--- config.mk ---
export PLATFORM = sky130hd
export DESIGN_NAME = pswallow_divider
export DESIGN_NICKNAME = d
export VERILOG_FILES = /design/src/rtl/pswd_pkg.sv /design/src/rtl/pswd_cfg_check.sv /design/src/rtl/pswd_prescaler.sv /design/src/rtl/pswd_counters.sv /design/src/rtl/pswallow_divider.sv
export SDC_FILE = /design/constraint.sdc
export NUM_CORES = 1
export LEC_CHECK = 0
export BUFFER_PORTS_ARGS = -buffer_cell sky130_fd_sc_hd__buf_4
export CAP_MARGIN = 20
export CORE_ASPECT_RATIO = 2
export CORE_MARGIN = 2
export CORE_UTILIZATION = 50
export CTS_CLUSTER_SIZE = 30
export DETAILED_ROUTE_END_ITERATION = 8
export PLACE_DENSITY = 0.67
export RECOVER_POWER = 25
export SLEW_MARGIN = 20
export SYNTH_ARGS = -nofsm -noshare
export SYNTH_HDL_FRONTEND = slang
export SYNTH_HIERARCHICAL = 1
export SYNTH_SLANG_ARGS = --single-unit
--- constraint.sdc ---
create_clock -name clk -period 6.4 [get_ports clk]
set_clock_uncertainty 0.15 [all_clocks]
set_input_delay 0.32 -clock clk [delete_from_list [all_inputs] [get_ports clk]]
set_output_delay 0.32 -clock clk [all_outputs]
set_load 0.05 [all_outputs]
--- src/rtl/pswd_pkg.sv ---
// Package: shared widths and the prescaler decode for the pulse-swallow divider.
// Assumes P is always a power of two starting at P_BASE.
package pswd_pkg;
    localparam int PSEL_W = 2;
    localparam int B_W    = 13;
    localparam int A_W    = 6;
    localparam int PC_W   = 7;   // holds P up to 64
    localparam int N_W    = 21;  // holds P*B+A with margin
    localparam int B_MIN  = 3;
    localparam int P_BASE = 8;

    // Decode the select code into the prescaler modulus P.
    function automatic logic [PC_W-1:0] p_of(input logic [PSEL_W-1:0] s);
        return PC_W'(P_BASE) << s;
    endfunction
endpackage

--- src/rtl/pswd_cfg_check.sv ---
// Module: legality and gap-free-range checks on a presented setting.
// Purely combinational. Assumes P = 8 << psel.
module pswd_cfg_check
    import pswd_pkg::*;
(
    input  logic [PSEL_W-1:0] psel,
    input  logic [B_W-1:0]    b_val,
    input  logic [A_W-1:0]    a_val,
    output logic              bad,
    output logic              low_n
);
    logic [PC_W-1:0] p_w;
    logic [N_W-1:0]  n_w;
    logic [N_W-1:0]  floor_w;

    // Evaluate the legality rules and the contiguity floor.
    always_comb begin
        p_w     = p_of(psel);
        n_w     = N_W'(p_w) * N_W'(b_val) + N_W'(a_val);
        floor_w = N_W'(p_w) * N_W'(p_w) - N_W'(p_w);
        bad     = (b_val < B_W'(B_MIN)) || (B_W'(a_val) > b_val);
        low_n   = n_w < floor_w;
    end
endmodule

--- src/rtl/pswd_prescaler.sv ---
// Module: dual-modulus prescaler, divides by P or P+1.
// It counts down to zero; every cycle at zero ends one prescaler cycle, and the
// counter then reloads for the modulus picked by hi_next.
// Assumes p_val >= 2.
module pswd_prescaler
    import pswd_pkg::*;
(
    input  logic            clk,
    input  logic            rst_n,
    input  logic            run,
    input  logic            load,
    input  logic            hi_next,
    input  logic [PC_W-1:0] p_val,
    output logic            tick
);
    logic [PC_W-1:0] pc_q;
    logic [PC_W-1:0] reload_v;

    assign tick     = (pc_q == '0);
    assign reload_v = hi_next ? p_val : p_val - PC_W'(1);

    // Count modulus cycles and reload at each wrap or forced load.
    always_ff @(posedge clk) begin
        if (!rst_n)
            pc_q <= '0;
        else if (load || (run && tick))
            pc_q <= reload_v;
        else if (run)
            pc_q <= pc_q - PC_W'(1);
    end
endmodule

--- src/rtl/pswd_counters.sv ---
// Module: the B (programmable) and A (swallow) counters.
// Both step once per prescaler cycle. A stops at zero; the prescaler uses P+1
// while A is non-zero. Assumes A <= B when loaded.
module pswd_counters
    import pswd_pkg::*;
(
    input  logic           clk,
    input  logic           rst_n,
    input  logic           run,
    input  logic           load,
    input  logic           tick,
    input  logic [B_W-1:0] b_new,
    input  logic [A_W-1:0] a_new,
    output logic [B_W-1:0] b_cnt,
    output logic [A_W-1:0] a_cnt,
    output logic           b_last,
    output logic           a_gt1
);
    assign b_last = (b_cnt == B_W'(1));
    assign a_gt1  = (a_cnt > A_W'(1));

    // Load both counters together, or step them at a prescaler wrap.
    always_ff @(posedge clk) begin
        if (!rst_n) begin
            b_cnt <= '0;
            a_cnt <= '0;
        end else if (load) begin
            b_cnt <= b_new;
            a_cnt <= a_new;
        end else if (run && tick) begin
            b_cnt <= b_cnt - B_W'(1);
            if (a_cnt != '0)
                a_cnt <= a_cnt - A_W'(1);
        end
    end
endmodule

--- src/rtl/pswallow_divider.sv ---
// Module: top of the pulse-swallow divider, N = P*B + A.
// Holds the shadow setting and decides when to load it. Legal inputs are taken
// at the first edge after reset, and afterwards only at a period end; illegal
// inputs are refused. Assumes synchronous active-low reset.
module pswallow_divider
    import pswd_pkg::*;
(
    input  logic              clk,
    input  logic              rst_n,
    input  logic [PSEL_W-1:0] psel,
    input  logic [B_W-1:0]    b_val,
    input  logic [A_W-1:0]    a_val,
    output logic              div_pulse,
    output logic              cfg_bad,
    output logic              below_floor
);
    logic              running;
    logic [PSEL_W-1:0] p_sh;
    logic [B_W-1:0]    b_sh;
    logic [A_W-1:0]    a_sh;
    logic [PSEL_W-1:0] p_src;
    logic [B_W-1:0]    b_src;
    logic [A_W-1:0]    a_src;
    logic              tick;
    logic              b_last;
    logic              a_gt1;
    logic [B_W-1:0]    b_cnt;
    logic [A_W-1:0]    a_cnt;
    logic              period_end;
    logic              load;
    logic              hi_next;
    logic              in_ok;

    pswd_cfg_check u_cfg (
        .psel  (psel),
        .b_val (b_val),
        .a_val (a_val),
        .bad   (cfg_bad),
        .low_n (below_floor)
    );

    assign in_ok = !cfg_bad;

    // Pick the setting for the next period: new if legal, otherwise the kept one.
    always_comb begin
        p_src      = in_ok ? psel  : p_sh;
        b_src      = in_ok ? b_val : b_sh;
        a_src      = in_ok ? a_val : a_sh;
        period_end = running && tick && b_last;
        load       = period_end || (!running && in_ok);
        hi_next    = load ? (a_src != '0) : a_gt1;
    end

    // Track whether a legal setting has started the divider.
    always_ff @(posedge clk) begin
        if (!rst_n)
            running <= 1'b0;
        else if (load)
            running <= 1'b1;
    end

    // Capture legal settings into the shadow registers at a load.
    always_ff @(posedge clk) begin
        if (!rst_n) begin
            p_sh <= '0;
            b_sh <= '0;
            a_sh <= '0;
        end else if (load && in_ok) begin
            p_sh <= psel;
            b_sh <= b_val;
            a_sh <= a_val;
        end
    end

    pswd_prescaler u_pre (
        .clk     (clk),
        .rst_n   (rst_n),
        .run     (running),
        .load    (load),
        .hi_next (hi_next),
        .p_val   (p_of(load ? p_src : p_sh)),
        .tick    (tick)
    );

    pswd_counters u_cnt (
        .clk    (clk),
        .rst_n  (rst_n),
        .run    (running),
        .load   (load),
        .tick   (tick),
        .b_new  (b_src),
        .a_new  (a_src),
        .b_cnt  (b_cnt),
        .a_cnt  (a_cnt),
        .b_last (b_last),
        .a_gt1  (a_gt1)
    );

    assign div_pulse = period_end;
endmodule

Word level (Yosys, flattened, before mapping):

Cells that the tools add are included.

* flip-flop bits (word level): 48
* output and inout bits: 3

* add/subtract/negate cells: 6
* $mul: 2
* magnitude comparators: 4
* equal/unequal tests: 1
* shift operators: 2
* muxes and demuxes: 13
* reductions and logical operators: 16

Operators by type and width (count)
* $mux 13: 3
* $mux 6: 4
* $add 20x6->21: 1
* $lt 21x21->1: 1
* $mux 7: 3
* $mul 7x13->20: 1
* $sub 14x7->15: 1
* $mul 7x7->14: 1
* $shl 4x2->7 const A: 2
* $sub 7x1->7 const B: 2
* $eq 13x1->1 const B: 1
* $gt 6x13->1: 1
* $lt 13x2->1 const B: 1
* $sub 13x1->13 const B: 1
* $reduce_bool 6->1: 2
* $logic_not 7->1: 1
* $gt 6x1->1 const B: 1
* $reduce_bool 2->1: 3
* $sub 6x1->6 const B: 1
* $logic_and 1x1->1: 4
* $mux 2: 2
* $logic_or 1x1->1: 3
* $logic_not 1->1: 2
* $reduce_and 2->1: 1
* $mux 1: 1

Depth between registers and ports, before layout:

Gate-level depths: netlist (run 1).

* depth in word-level cells: 10
* gate-level depth with buffers: 25

Modules after synthesis:

The synthesis (run 1) kept the hierarchy.

By module, submodules not included
* pswd_cfg_check: times used 1, cells each 369, area an instance 2914.0 um^2, sequential area each 0.0 um^2
* pswallow_divider: times used 1, cells each 146, area an instance 1330.0 um^2, sequential area each 440.4 um^2
* pswd_counters: times used 1, cells each 125, area an instance 1086.0 um^2, sequential area each 380.4 um^2
* pswd_prescaler: times used 1, cells each 70, area an instance 630.6 um^2, sequential area each 140.1 um^2

Worst setup path after synthesis (run 1):

No wires, ideal clock.

* kind: input to output
* from: input psel[1]
* to: output below_floor
* arrival time: 5685 ps
* required time: 5930 ps
* setup slack: 245 ps
* stages on the path: 24
* cells stage by stage: inv_1 ha_1 clkbuf_1 clkbuf_1 nand2_1 fa_1 inv_1 fa_1 ha_1 ha_1 inv_1 fa_1 nor2b_1 nor2_1 o21ai_0 nor2_1 xnor2_1 ha_1 and3_1 a211oi_1 o21ai_0 o211ai_1 o2111ai_1 nor4_2

* word-level cells in the longest chain between the ends: 4
* elaborated cells between the ends (all ways): 6
* classes of those cells: add/sub: 2; mul: 2; order compare: 1; shift: 1

Ends and longest elaborated chain
* from (decl): RTL line pswallow_divider.sv:10 `input logic [PSEL_W-1:0] psel,`
* $shl 4x2->7 *: RTL line pswd_pkg.sv:14 `return PC_W'(P_BASE) << s;`
* $mul 7x13->20 or $mul 7x7->14 (tied branches): RTL line pswd_cfg_check.sv:19, pswd_cfg_check.sv:20
* $add 20x6->21 or $sub 14x7->15 (tied branches): RTL line pswd_cfg_check.sv:19, pswd_cfg_check.sv:20
* $lt 21x21->1 *: RTL line pswd_cfg_check.sv:22 `low_n = n_w < floor_w;`
* to (decl): RTL line pswallow_divider.sv:15 `output logic below_floor`

Every way passes the cells marked *; elsewhere a longest branch is shown, timed or not.

Worst setup path after layout (run 1):

* from: input psel[0]
* to: output below_floor

Same word-level chain as after synthesis.

==> flow_metrics.tcl, run 1 <==
set metrics [dict create \
    wirelength_mm 14.6 \
    worstPathMaxFanout 16 \
    ctsHoldBuffers 0 \
    drt_iter0_markers 206 \
    grt.total_usage 0.237 \
    post-route-min-period_ns 5.98 \
    synth_area_leaders "ha_1, dfxtp_1, fa_1" \
    vias 5213 \
    grt_first_pass_wirelength_mm 24.3 \
    fin_area_mm2 0.00642 \
    synthArstFlopShare 0 \
    yosysWarningCount 6 \
    hold_violations 0 \
    hp-start "a_val[1]" \
    finalWorstSetupSlack_ns 0.422 \
    drtAntennaViolNets 0 \
    ys_ff_latch 48 \
    slew_viol_final 49 \
    place_congestion 0.882 \
    worst_skew_pair.late_latency_ns 0.30 \
    instances_no_fill 874 \
    synth_top_area_frac 0.181 \
    synth_common_cells "ha_1, inv_1, a21oi_1" \
    dr.pass1.iters 5 \
    slew_headroom -0.593 \
    worstSetupEndpointType "output pin" \
    core_mm2 0.0117 \
    post-synth-top-count-cell "ha_1" \
    grt_overflow 0 \
    start_kind "input port" \
    htreeDepth 2 \
    hold_path_class "input port to flop" \
    post-route-drc-count 0 \
    cts_tree "built" \
    cts_buffer_depth 2 \
    power_density_mw_per_mm2 176 \
    violations "max-capacitance violations, max-slew violations" \
    clkTransAtPathRegs_ns 0.07 \
    start_util 0.509 \
    setup_viol 0 \
    ios 26 \
    die_y_um 158 \
    final_util 0.548 \
    cts-resized-gates 0 \
    status "finished with violations" \
    synth_ff_type "dfxtp_1" \
    synth_top_cell_by_area "ha_1" \
    p_leak_nw 2.88 \
    vdd_drop_max_uv 253 \
    fin_crit_sh 0.934 \
    ys_seq_area_frac 0.161 \
    vias_per_cell 5.96 \
    synth-edff-count 0 \
    place_ws_ns 0.306 \
    crit_type "input port to output pin" \
    drive_above_1_share 0.132 \
    rsz0062_at_grt "false" \
    max_cap_viol_count 1 \
    cp_data_required_time_ns 5.93 \
    hold_slack_ns 0.165 \
    clock-root-buffer "clkbuf_16" \
    fill_cells 1114 \
    cts_made_buffers 5 \
    num_rows 56 \
    final_nets 861 \
    netlist_area_mm2 0.00596 \
    power_mw 1.13 \
    wl_per_cell_um 16.7 \
    clock_sinks 48 \
    syn2layout_area_growth_pct 7.64 \
    io_buffers 25 \
    die_w_um 81.2 \
    worst_pin_slew_ns 2.39 \
    yosysUniqueCellTypes 78 \
    syn_area_per_cell_um2 8.40 \
    fmax_ghz 0.167 \
    placed_area_mm2 0.00623 \
    arrival_ns 5.51 \
    synth_cells 710 \
    grt_max_degree 49 \
    diodes 0 \
    hpwl_mm 11.7 \
    fp.dieArea_mm2 0.0129 \
    startpoint "psel[0]" \
    cts_setup_buffers 0 \
    antenna_found_initial 0 \
    fin_tns_setup_ns 0 \
    grt_pass1_vias 5337 \
    dp_cells 866 \
    rr_startpoint "u_cnt/b_cnt[1]" \
]
logic make-up (layout without fill, tap and decap cells):
logic type | count (synthesis) | after routing | share of synthesized area
compound gates | 190 | 190 | 0.215
other cells | 1 | 12 | 0.000629
mux | 26 | 26 | 0.0479
buf+inv | 100 | 108 | 0.0737
fa+ha+maj | 110 | 110 | 0.261
simple gates | 204 | 204 | 0.195
xor+xnor | 31 | 31 | 0.0455
flops | 48 | 48 | 0.161
critical path, stage by stage:
cell and delay, ns:
buf_4 0.15, inv_1 0.11, ha_2 0.37, nand2_1 0.12, fa_1 0.51, inv_1 0.05, fa_1 0.47, ha_1 0.31
ha_1 0.31, inv_1 0.07, fa_1 0.47, nor2b_1 0.21, nor2_1 0.09, o21ai_0 0.19, nor2_1 0.07, xnor2_1 0.13
ha_1 0.29, and3_1 0.20, a211oi_1 0.22, o21ai_0 0.12, o211ai_1 0.10, o2111ai_1 0.16, nor4_2 0.23, buf_4 0.23
report_power, final:
part	internal, mW	total [mW]	leakage [nW]	switching, mW
sequential	0.321	0.346	0.398	0.0251
combinational	0.181	0.439	2.39	0.257
clock	0.225	0.345	0.0944	0.119
total	0.728	1.13	2.88	0.402
area by class of cell:
class	instances	area (um^2)	area share
clock buffer	5	125	0.0195
clock inverter	3	68.8	0.0107
inverter	71	267	0.0415
multi-input combinational	573	4610	0.718
sequential	48	961	0.150
tap	145	181	0.0283
timing repair buffer	29	206	0.0322
sequential cells by signal, summed over array words and instances, names as in the netlist:
signal       flops
b_sh            13
a_sh             6
u_cnt/b_cnt     13
running          1
p_sh             2
u_cnt/a_cnt      6
u_pre/pc_q       7
routing by layer:
layer | part of all wire | vias to the layer above | global-route usage
met5 | 0 | - | 0
met4 | 0.025 | 0 | 0.0839
met3 | 0.023 | 22 | 0.0164
met2 | 0.57 | 90 | 0.476
met1 | 0.38 | 2558 | 0.245
li1 | - | 2543 | -
layout by cell type (no fill, tap or decap), types with 15 or more instances in the layout:
cell and n:
a21oi_1 49, and2_1 24, buf_4 26, dfxtp_1 48, fa_1 24, ha_1 84, inv_1 69, mux2_1 18
nand2_1 37, nand3_1 31, nor2_1 35, nor3_1 15, o21ai_0 31, o21ai_1 20, xnor2_1 25
final timing paths:
path | endpoint | depth (start not counted) | slack [ns]
min | a_sh[1] | 3 | 0.16
min reg2reg | b_sh[3] | 2 | 0.32
max | below_floor | 24 | 0.42
max reg2reg | u_pre/pc_q[6] | 11 | 1.98
Power figures use the tool's default switching activity.
==> run 2, diff against run 1 <==
==> constraint.sdc (replaced) <==
create_clock -name clk -period 6.5 [get_ports clk]
set_clock_uncertainty 0.15 [all_clocks]
set_input_delay 0.325 -clock clk [delete_from_list [all_inputs] [get_ports clk]]
set_output_delay 0.325 -clock clk [all_outputs]
set_load 0.05 [all_outputs]
==> flow_metrics.tcl, run 2 (same netlist as run 1, synthesis figures left out) <==
set metrics [dict create \
    multiInputGateArea_mm2 0.00460 \
    max_stage_delay_ns 0.53 \
    worstPathMaxFanout 16 \
    antenna_found_initial 0 \
    post-route-min-period_ns 6.09 \
    vdd_drop_max_uv 223 \
    fin_crit_sh 0.938 \
    start_util 0.509 \
    crit_slowest_cell "fa_1" \
    ios 26 \
    fill_cells 1101 \
    diodes 0 \
    status "finished, final reports clean" \
    power_density_mw_per_mm2 173 \
    cts_buffer_depth 2 \
    grt_overflow 0 \
    fp.dieArea_mm2 0.0129 \
    crit_chain "buf_4 > inv_1 > ha_1 > nand2_1 > fa_1 > inv_1 > fa_1 > ha_1 > ha_1 > inv_1 > fa_1 > nor2b_1 > nor2_1 > o21ai_0 > nor2_1 > xnor2_1 > ha_1 > and3_1 > a211oi_1 > o21ai_0 > o211ai_1 > o2111ai_1 > nor4_2 > buf_4" \
    rsz0062_at_grt "false" \
    clock-root-buffer "clkbuf_16" \
    post-route-drc-count 0 \
    slew_headroom 0.339 \
    r2r_cells 11 \
    cp_num_buf_inv 5 \
    vias_per_cell 5.96 \
    place_congestion 0.850 \
    crit_type "input port to output pin" \
    dp_cells 867 \
    clock_sinks 48 \
    arrival_ns 5.62 \
    worst_pin_slew_ns 0.991 \
    grt_first_pass_wirelength_mm 24.0 \
    crit_path_frequent_cell "ha_1" \
    cp_data_required_time_ns 6.02 \
    wirelength_mm 14.6 \
    final_common_cell "ha_1" \
    start_kind "input port" \
    p_leak_nw 2.91 \
    syn2layout_area_growth_pct 7.81 \
    dr.pass1.iters 4 \
    fmax_ghz 0.164 \
    max_cap_viol_count 0 \
    startpoint "psel[0]" \
    cts_tree "built" \
    cp.depth 24 \
    rr_startpoint "u_cnt/b_cnt[1]" \
    regArea_um2 961 \
    cts_setup_buffers 0 \
    placed_area_mm2 0.00624 \
    slew_viol_final 0 \
    io_buffers 25 \
    setup_viol 0 \
    worstSetupEndpointType "output pin" \
    reg.largest.list "b_sh x13, u_cnt/b_cnt x13, u_pre/pc_q x7" \
    worst_skew_pair.late_latency_ns 0.30 \
    drtAntennaViolNets 0 \
    grt_pass1_vias 5215 \
    drt_iter0_markers 287 \
    cts_made_buffers 5 \
    r2r_end "u_pre/pc_q[6]" \
    crit_end "below_floor" \
    hpwl_mm 11.5 \
    clkTransAtPathRegs_ns 0.07 \
    core_mm2 0.0117 \
    hold_slack_ns 0.166 \
    final_nets 862 \
    ctsHoldBuffers 0 \
    r2r_slack_ns 2.04 \
    wl_per_cell_um 16.7 \
    hold_violations 0 \
    cts-resized-gates 0 \
    instances_no_fill 875 \
    die_y_um 158 \
    die_w_um 81.2 \
    htreeDepth 2 \
    crit_family "adder cells" \
    fin_tns_setup_ns 0 \
    place_ws_ns 0.423 \
    drive_above_1_share 0.132 \
    grt_max_degree 34 \
    finalWorstSetupSlack_ns 0.406 \
    hold_path_class "input port to flop" \
    grt.total_usage 0.233 \
    fin_area_mm2 0.00643 \
    num_rows 56 \
    layout_common_cells "ha_1, inv_1, a21oi_1" \
    vias 5217 \
]
run 2: changes by cell type in the layout (fill, tap and decap cells not counted), sizes merged:
cell,previous run,this run
buf,26,29
clkbuf,8,6
run 2: area by class of cell:
type,count,area share
clock inverters,3,0.0107
repair buffers,30,0.0345
inverters,71,0.0415
multi-input cells,573,0.716
well taps,145,0.0282
flip-flops and latches,48,0.150
clock buffers,5,0.0195
run 2: routing by layer:
| metal | up-vias | wire, um | global-route usage |
|---|---|---|---|
| met5 | - | 0 | 0 |
| met4 | 0 | 419 | 0.0880 |
| met3 | 29 | 431 | 0.0204 |
| met2 | 114 | 8150 | 0.464 |
| met1 | 2530 | 5580 | 0.241 |
| li1 | 2544 | - | - |
run 2: where the power goes:
part           total [mW]  internal, mW  switching, mW  leakage (nW)
Sequential          0.341         0.316         0.0246         0.398
Combinational       0.431         0.178          0.254          2.42
Clock               0.342         0.222          0.120        0.0944
Total                1.11         0.716          0.398          2.91
run 2: worst min path at each step:
stage | startpoint | endpoint | slack (ns) | cells after the start
2_1_floorplan | rst_n | running | 0.29 | 1
3_3_place_gp | b_sh[5] | b_sh[5] | 0.30 | 2
3_5_place_dp | b_sh[12] | b_sh[12] | 0.31 | 2
4_1_cts | a_val[0] | a_sh[0] | 0.16 | 3
5_1_grt | b_val[5] | b_sh[5] | 0.17 | 3
6_report | a_val[0] | a_sh[0] | 0.17 | 3
run 2: tightest hold or removal path, stage by stage:
cell,delay (ns)
buf_4,0.12
nand3_1,0.06
a21oi_1,0.05
run 2: metrics by stage:
step | power (mW) | util
floorplan | 0.668 | -
detailed placement | 0.773 | 0.533
finish | 1.11 | 0.549
CTS | 1.12 | 0.550
global route | 1.19 | 0.549
global placement | 0.763 | 0.533
